[config.mk]
export PLATFORM = sky130hd
export DESIGN_NAME = bankwin_mapper
export DESIGN_NICKNAME = d
export VERILOG_FILES = /design/src/rtl/bankwin_pkg.sv /design/src/rtl/bank_select.sv /design/src/rtl/bank_wrap.sv /design/src/rtl/bankwin_mapper.sv
export SDC_FILE = /design/constraint.sdc
export NUM_CORES = 1
export LEC_CHECK = 0
export BUFFER_PORTS_ARGS = -buffer_cell sky130_fd_sc_hd__clkbuf_2
export CORE_MARGIN = 4
export CORE_UTILIZATION = 27
export CTS_CLUSTER_SIZE = 28
export DETAILED_ROUTE_END_ITERATION = 8
export GPL_TIMING_DRIVEN = 0
export PLACE_DENSITY_LB_ADDON = 0.25
export SYNTH_ARGS = -nofsm -noshare
export SYNTH_HDL_FRONTEND = slang
export SYNTH_HIERARCHICAL = 1
export SYNTH_SLANG_ARGS = --single-unit
[constraint.sdc]
create_clock -name clk -period 1.7 [get_ports clk]
set_input_delay 0.17 -clock clk [delete_from_list [all_inputs] [get_ports clk]]
set_output_delay 0.17 -clock clk [all_outputs]
set_load 0.03 [all_outputs]
[src/rtl/bankwin_pkg.sv]
package bankwin_pkg;
  localparam int unsigned OFF_W   = 16;
  localparam int unsigned BANK_W  = 4;
  localparam int unsigned CTRL_W  = 8;
  localparam int unsigned ADDR_W  = OFF_W + BANK_W;

  typedef enum logic [1:0] {
    MSZ_256K = 2'd0,
    MSZ_512K = 2'd1,
    MSZ_1M   = 2'd2,
    MSZ_1M_B = 2'd3
  } msz_e;

  typedef logic [BANK_W-1:0] bank_t;
endpackage

[src/rtl/bank_select.sv]
module bank_select
  import bankwin_pkg::*;
(
  input  logic [CTRL_W-1:0] ctrl,
  input  logic              dual,
  input  logic              is_write,
  output bank_t             bank
);
  bank_t wr_bank;
  bank_t rd_bank;

  always_comb begin
    wr_bank = ctrl[BANK_W:1];
    rd_bank = {ctrl[0], ctrl[CTRL_W-1:CTRL_W-3]};
    if (is_write || !dual) bank = wr_bank;
    else                   bank = rd_bank;
  end
endmodule

[src/rtl/bank_wrap.sv]
module bank_wrap
  import bankwin_pkg::*;
(
  input  bank_t       bank_in,
  input  logic [1:0]  size_code,
  output bank_t       bank_out
);
  localparam int unsigned MIN_BITS = 2;
  int unsigned keep_bits;

  always_comb begin
    unique case (msz_e'(size_code))
      MSZ_256K: keep_bits = MIN_BITS;
      MSZ_512K: keep_bits = MIN_BITS + 1;
      default:  keep_bits = BANK_W;
    endcase
  end

  for (genvar gi = 0; gi < BANK_W; gi++) begin : g_bit
    assign bank_out[gi] = bank_in[gi] & (gi < keep_bits);
  end
endmodule

[src/rtl/bankwin_mapper.sv]
module bankwin_mapper
  import bankwin_pkg::*;
(
  input  logic              clk,
  input  logic              rst_n,
  input  logic [CTRL_W-1:0] bank_reg,
  input  logic              dual_mode,
  input  logic [1:0]        mem_size,
  input  logic [OFF_W-1:0]  host_off,
  input  logic              host_rd,
  input  logic              host_wr,
  output logic [ADDR_W-1:0] mem_addr,
  output logic              mem_rd,
  output logic              mem_wr
);
  bank_t             sel_bank;
  bank_t             eff_bank;
  logic              acc_en;
  logic [ADDR_W-1:0] addr_d;
  logic              rd_d;
  logic              wr_d;

  bank_select u_sel (
    .ctrl     (bank_reg),
    .dual     (dual_mode),
    .is_write (host_wr),
    .bank     (sel_bank)
  );

  bank_wrap u_wrap (
    .bank_in   (sel_bank),
    .size_code (mem_size),
    .bank_out  (eff_bank)
  );

  always_comb begin
    acc_en = host_rd | host_wr;
    addr_d = {eff_bank, host_off};
    wr_d   = host_wr;
    rd_d   = host_rd & ~host_wr;
  end

  always_ff @(posedge clk or negedge rst_n) begin
    if (!rst_n) begin
      mem_addr <= '0;
    end else if (acc_en) begin
      mem_addr <= addr_d;
    end
  end

  always_ff @(posedge clk or negedge rst_n) begin
    if (!rst_n) begin
      mem_rd <= 1'b0;
      mem_wr <= 1'b0;
    end else begin
      mem_rd <= rd_d;
      mem_wr <= wr_d;
    end
  end
endmodule

Word-level counts from Yosys, hierarchy flattened
Cells that the tools add are included.

Magnitude comparators: 4. Equality and inequality tests: 1. Mux-type cells: 2. Bitwise gates (word level): 7. Reductions and logical operators: 3.

Operator list (count): $lt A1 B3 Y1 const A (2); $lt A2 B3 Y1 const A (2); $pmux W3 S2 (1); $and A1 B1 Y1 (5); $mux W4 (1); $eq A2 B1 Y1 const B (1); $logic_not A2 Y1 (1); $logic_not A1 Y1 (1); $logic_or A1 B1 Y1 (1); $not A1 Y1 (1); $or A1 B1 Y1 (1).

Bits in registers: 22. Output and inout port bits: 22.

Logic depth before layout (Yosys ltp)
Depth in word-level cells: 4. Mapped depth: 4.

By module
The synthesis kept the hierarchy.

By module, submodules not included: bankwin_mapper (instances 1, cells each 46, area each 817.0 µm², sequential area each 550.5 µm²); bank_select (instances 1, cells each 5, area each 73.8 µm², sequential area each 0.0 µm²); bank_wrap (instances 1, cells each 4, area each 25.0 µm², sequential area each 0.0 µm²).

Worst setup path before layout
Ideal clock, no wire load.

Path kind: input-to-reg. From: in dual_mode. To: reg mem_addr[19]. Setup time: 0.125 ns. Arrival: 1.056 ns. Required time: 1.575 ns. Path slack: 0.519 ns. Cell stages on the path: 4. Buffers on the path: 0. Path through: nor2b_4 mux2_4 and2_1 mux2_4.

Longest elaborated chain between the ends: 4.

Ends and longest elaborated chain: from (decl) (line bankwin_mapper.sv:7) `input logic dual_mode,`; $logic_not A1 Y1 (line bank_select.sv:15) `if (is_write || !dual) bank = wr_bank;`; $logic_or A1 B1 Y1 (line bank_select.sv:15); $mux W4 (line bank_select.sv:15); via sel_bank[3] (line bankwin_mapper.sv:16) `bank_t sel_bank;`; $and A1 B1 Y1 (line bank_wrap.sv:20) `assign bank_out[gi] = bank_in[gi] & (gi < keep_bits);`; via eff_bank[3] (line bankwin_mapper.sv:17) `bank_t eff_bank;`; to (signal assigned) (line bankwin_mapper.sv:47) `mem_addr <= addr_d;`; to (decl) (line bankwin_mapper.sv:12) `output logic [ADDR_W-1:0] mem_addr,`.

The timed path passes the listed nets, and every way through them passes these cells. A chain may end at the register's enable or synchronous reset.

Worst setup path after layout
From: reg mem_addr[19]. To: out mem_addr[19].

No word-level cell between the ends.

==> flow_summary.json <==
{
  "run_status": "complete, no violations",
  "htreeDepth": 1,
  "post-route-cell-area_mm2": 0.00128,
  "p_leak_nw": 0.647,
  "drtIter0Drc": 10,
  "start_util_pct": 29.0,
  "cts.clk_slew.worst_paths_ns": 0.12,
  "fp.dieW_um": 66.2,
  "hold_viol": 0,
  "viasPerCell": 3.97,
  "root_buffer": "clkbuf_4",
  "fin_util_pct": 40.5,
  "clock_sinks": 22,
  "critPathBufInv": 1,
  "clk_latency_ns": 0.30,
  "synth.avg_cell_area_um2": 16.7,
  "cp-endpoint": "mem_addr[19]",
  "grt_start_max_net_pins": 23,
  "r2r_start": "mem_addr[17]$_DFFE_PN0P_",
  "fin_skew_ns": 0,
  "fin_crit_sh_pct": 62.9,
  "synth_fp_nets": 86,
  "slew_violations": 0,
  "highest_layer": "met3",
  "place_ws_ns": 0.336,
  "worst_pin_slew_ns": 0.550,
  "worst_r2r_path_depth": 1,
  "cts_resized": 0,
  "yosysTopAreaCell": "dfrtp_1",
  "relSlewSlack_pct": 63.3,
  "fin_nets": 144,
  "synth_seq_area_share_pct": 60.1,
  "worst_setup_path_end_kind": "primary output",
  "peakVddDrop_mv": 0.492,
  "vias": 620,
  "period_minus_slack_ns": 1.07,
  "drc_errors": 0,
  "synth_xor_area_share_pct": 0,
  "antenna_found_initial": 0,
  "rows": 20,
  "holdWs_ns": 0.0379,
  "wl_per_cell_um": 11.1,
  "max_stage_delay_ns": 0.40,
  "powerDensity_mw_per_mm2": 896,
  "synthCells": 55,
  "grt_pass1_wl_um": 2870,
  "synthSimpleGateAreaFrac_pct": 3.83,
  "synth_area_um2": 916,
  "clockBufferDepth": 2,
  "dieHeight_um": 66.2,
  "regToRegEndpoint": "mem_addr[17]$_DFFE_PN0P_",
  "fill_cells": 323,
  "gp_congestion": 0.662,
  "grt_usage_pct": 8.58,
  "final_antenna_net_count": 0,
  "setup_ws_ns": 0.631,
  "wl_met1_um": 771,
  "cp.required_ns": 1.53,
  "fp.coreArea_mm2": 0.00315,
  "dp.cells": 151,
  "max_freq_ghz": 0.935,
  "crit_start": "mem_addr[19]$_DFFE_PN0P_",
  "grt_pass1_vias": 647,
  "finalNonFillerCells": 156,
  "tns_ns": 0,
  "place_area_mm2": 0.00123,
  "startpoint_type": "flop",
  "drive_gt1_share_pct": 76.8,
  "tritoncts": "done",
  "die_area_mm2": 0.00439,
  "drtPass1Iterations": 2,
  "yosys.area_share.adder_pct": 0,
  "yosysTopAreaCellShare_pct": 60.1,
  "synth_top_family_by_area": "multiplexers",
  "ctsHoldBuffers": 1,
  "yosysUniqueCellTypes": 11,
  "synth_area_leaders": "dfrtp_1, mux2_2, mux2_4, buf_6, nor2b_4",
  "wl_met3_um": 228,
  "crit_path_top_delay_cell": "dfrtp_1",
  "yosys_warnings": 6,
  "drt_wl_total_um": 1730,
  "cp_top_family": "flip-flops",
  "drv_cap": 0,
  "place_hpwl_um": 1410,
  "arrival_ns": 0.90,
  "portBuffers": 52,
  "crit_cells": 1,
  "antenna_cells": 0,
  "crit_type": "reg2out",
  "total_power_mw": 1.14,
  "synth_compound_area_share_pct": 0.820,
  "grt.overflow.total": 0,
  "rsz0062_at_grt": "false",
  "yosys-mux-area-fraction_pct": 31.6,
  "area_growth_pct": 39.5,
  "dr_wl_met2_um": 733,
  "setup_viol": 0,
  "worstPathMaxFanout": 2,
  "hold_path.class": "in2reg",
  "path_cells": "clkbuf_2",
  "post_cts_buffers": 0,
  "rrSetupSlack_ns": 0.94,
  "ys_ff_latch": 22,
  "io_pins": 53,
  "numCtsBuffers": 3
}
## area by class of cell
| type | count | area [um2] | share of cell area [%] |
|---|---|---|---|
| multi-input combinational | 29 | 332 | 26.0 |
| sequential | 22 | 551 | 43.1 |
| clock buffer | 4 | 36.3 | 2.84 |
| timing repair buffer | 53 | 270 | 21.2 |
| buffer | 4 | 33.8 | 2.64 |
| tap | 44 | 55.1 | 4.31 |
## cells in the final DEF, fill, tap and decap left out
cell type,netlist,final
mux2_2,19,19
clkbuf_8,0,1
clkbuf_4,0,3
nor2_2,1,1
dlygate4sd3_1,0,1
dfrtp_1,22,22
buf_6,2,2
o21a_1,1,1
and2b_2,1,1
mux2_4,5,5
and2_1,1,1
nor2b_4,1,1
clkbuf_1,1,1
buf_4,1,1
clkbuf_2,0,52
## registers in the layout, indices dropped and copies added (netlist names)
name / cells
mem_rd: 1
mem_addr: 20
mem_wr: 1
## Yosys cell counts
library cell	instances
dfrtp_1	22
mux2_2	19
mux2_4	5
buf_6	2
and2_1	1
and2b_2	1
buf_4	1
clkbuf_1	1
nor2_2	1
nor2b_4	1
o21a_1	1
## report_power, final
part	internal (mW)	switching (mW)	leakage (nW)
clock network	0.131	0.153	0.0210
logic	0.117	0.156	0.367
registers	0.567	0.0205	0.260
## layer usage
layer  track usage (%)  up-vias
met2              13.0       41
li1                  -      300
met5                 0        -
met4              1.52        0
met3              4.42        0
met1              11.0      279
## how the worst min path moves through the flow
stage,start,endpoint,cells past startpoint
floorplan,rst_n,mem_addr[0]$_DFFE_PN0P_,0
global placement,rst_n,mem_addr[11]$_DFFE_PN0P_,1
detailed placement,rst_n,mem_addr[11]$_DFFE_PN0P_,1
CTS,host_wr,mem_wr$_DFF_PN0_,1
global route,host_wr,mem_wr$_DFF_PN0_,1
finish,host_wr,mem_wr$_DFF_PN0_,1
## cells by family (layout without fill, tap and decap cells)
logic type	count (synthesis)	count (layout)
DFF	22	22
AOI/OAI and AO/OA	1	1
and+or+nand+nor	4	4
muxes	24	24
buffers and inverters	4	61
Note: power is estimated with default switching activity, not from simulation.
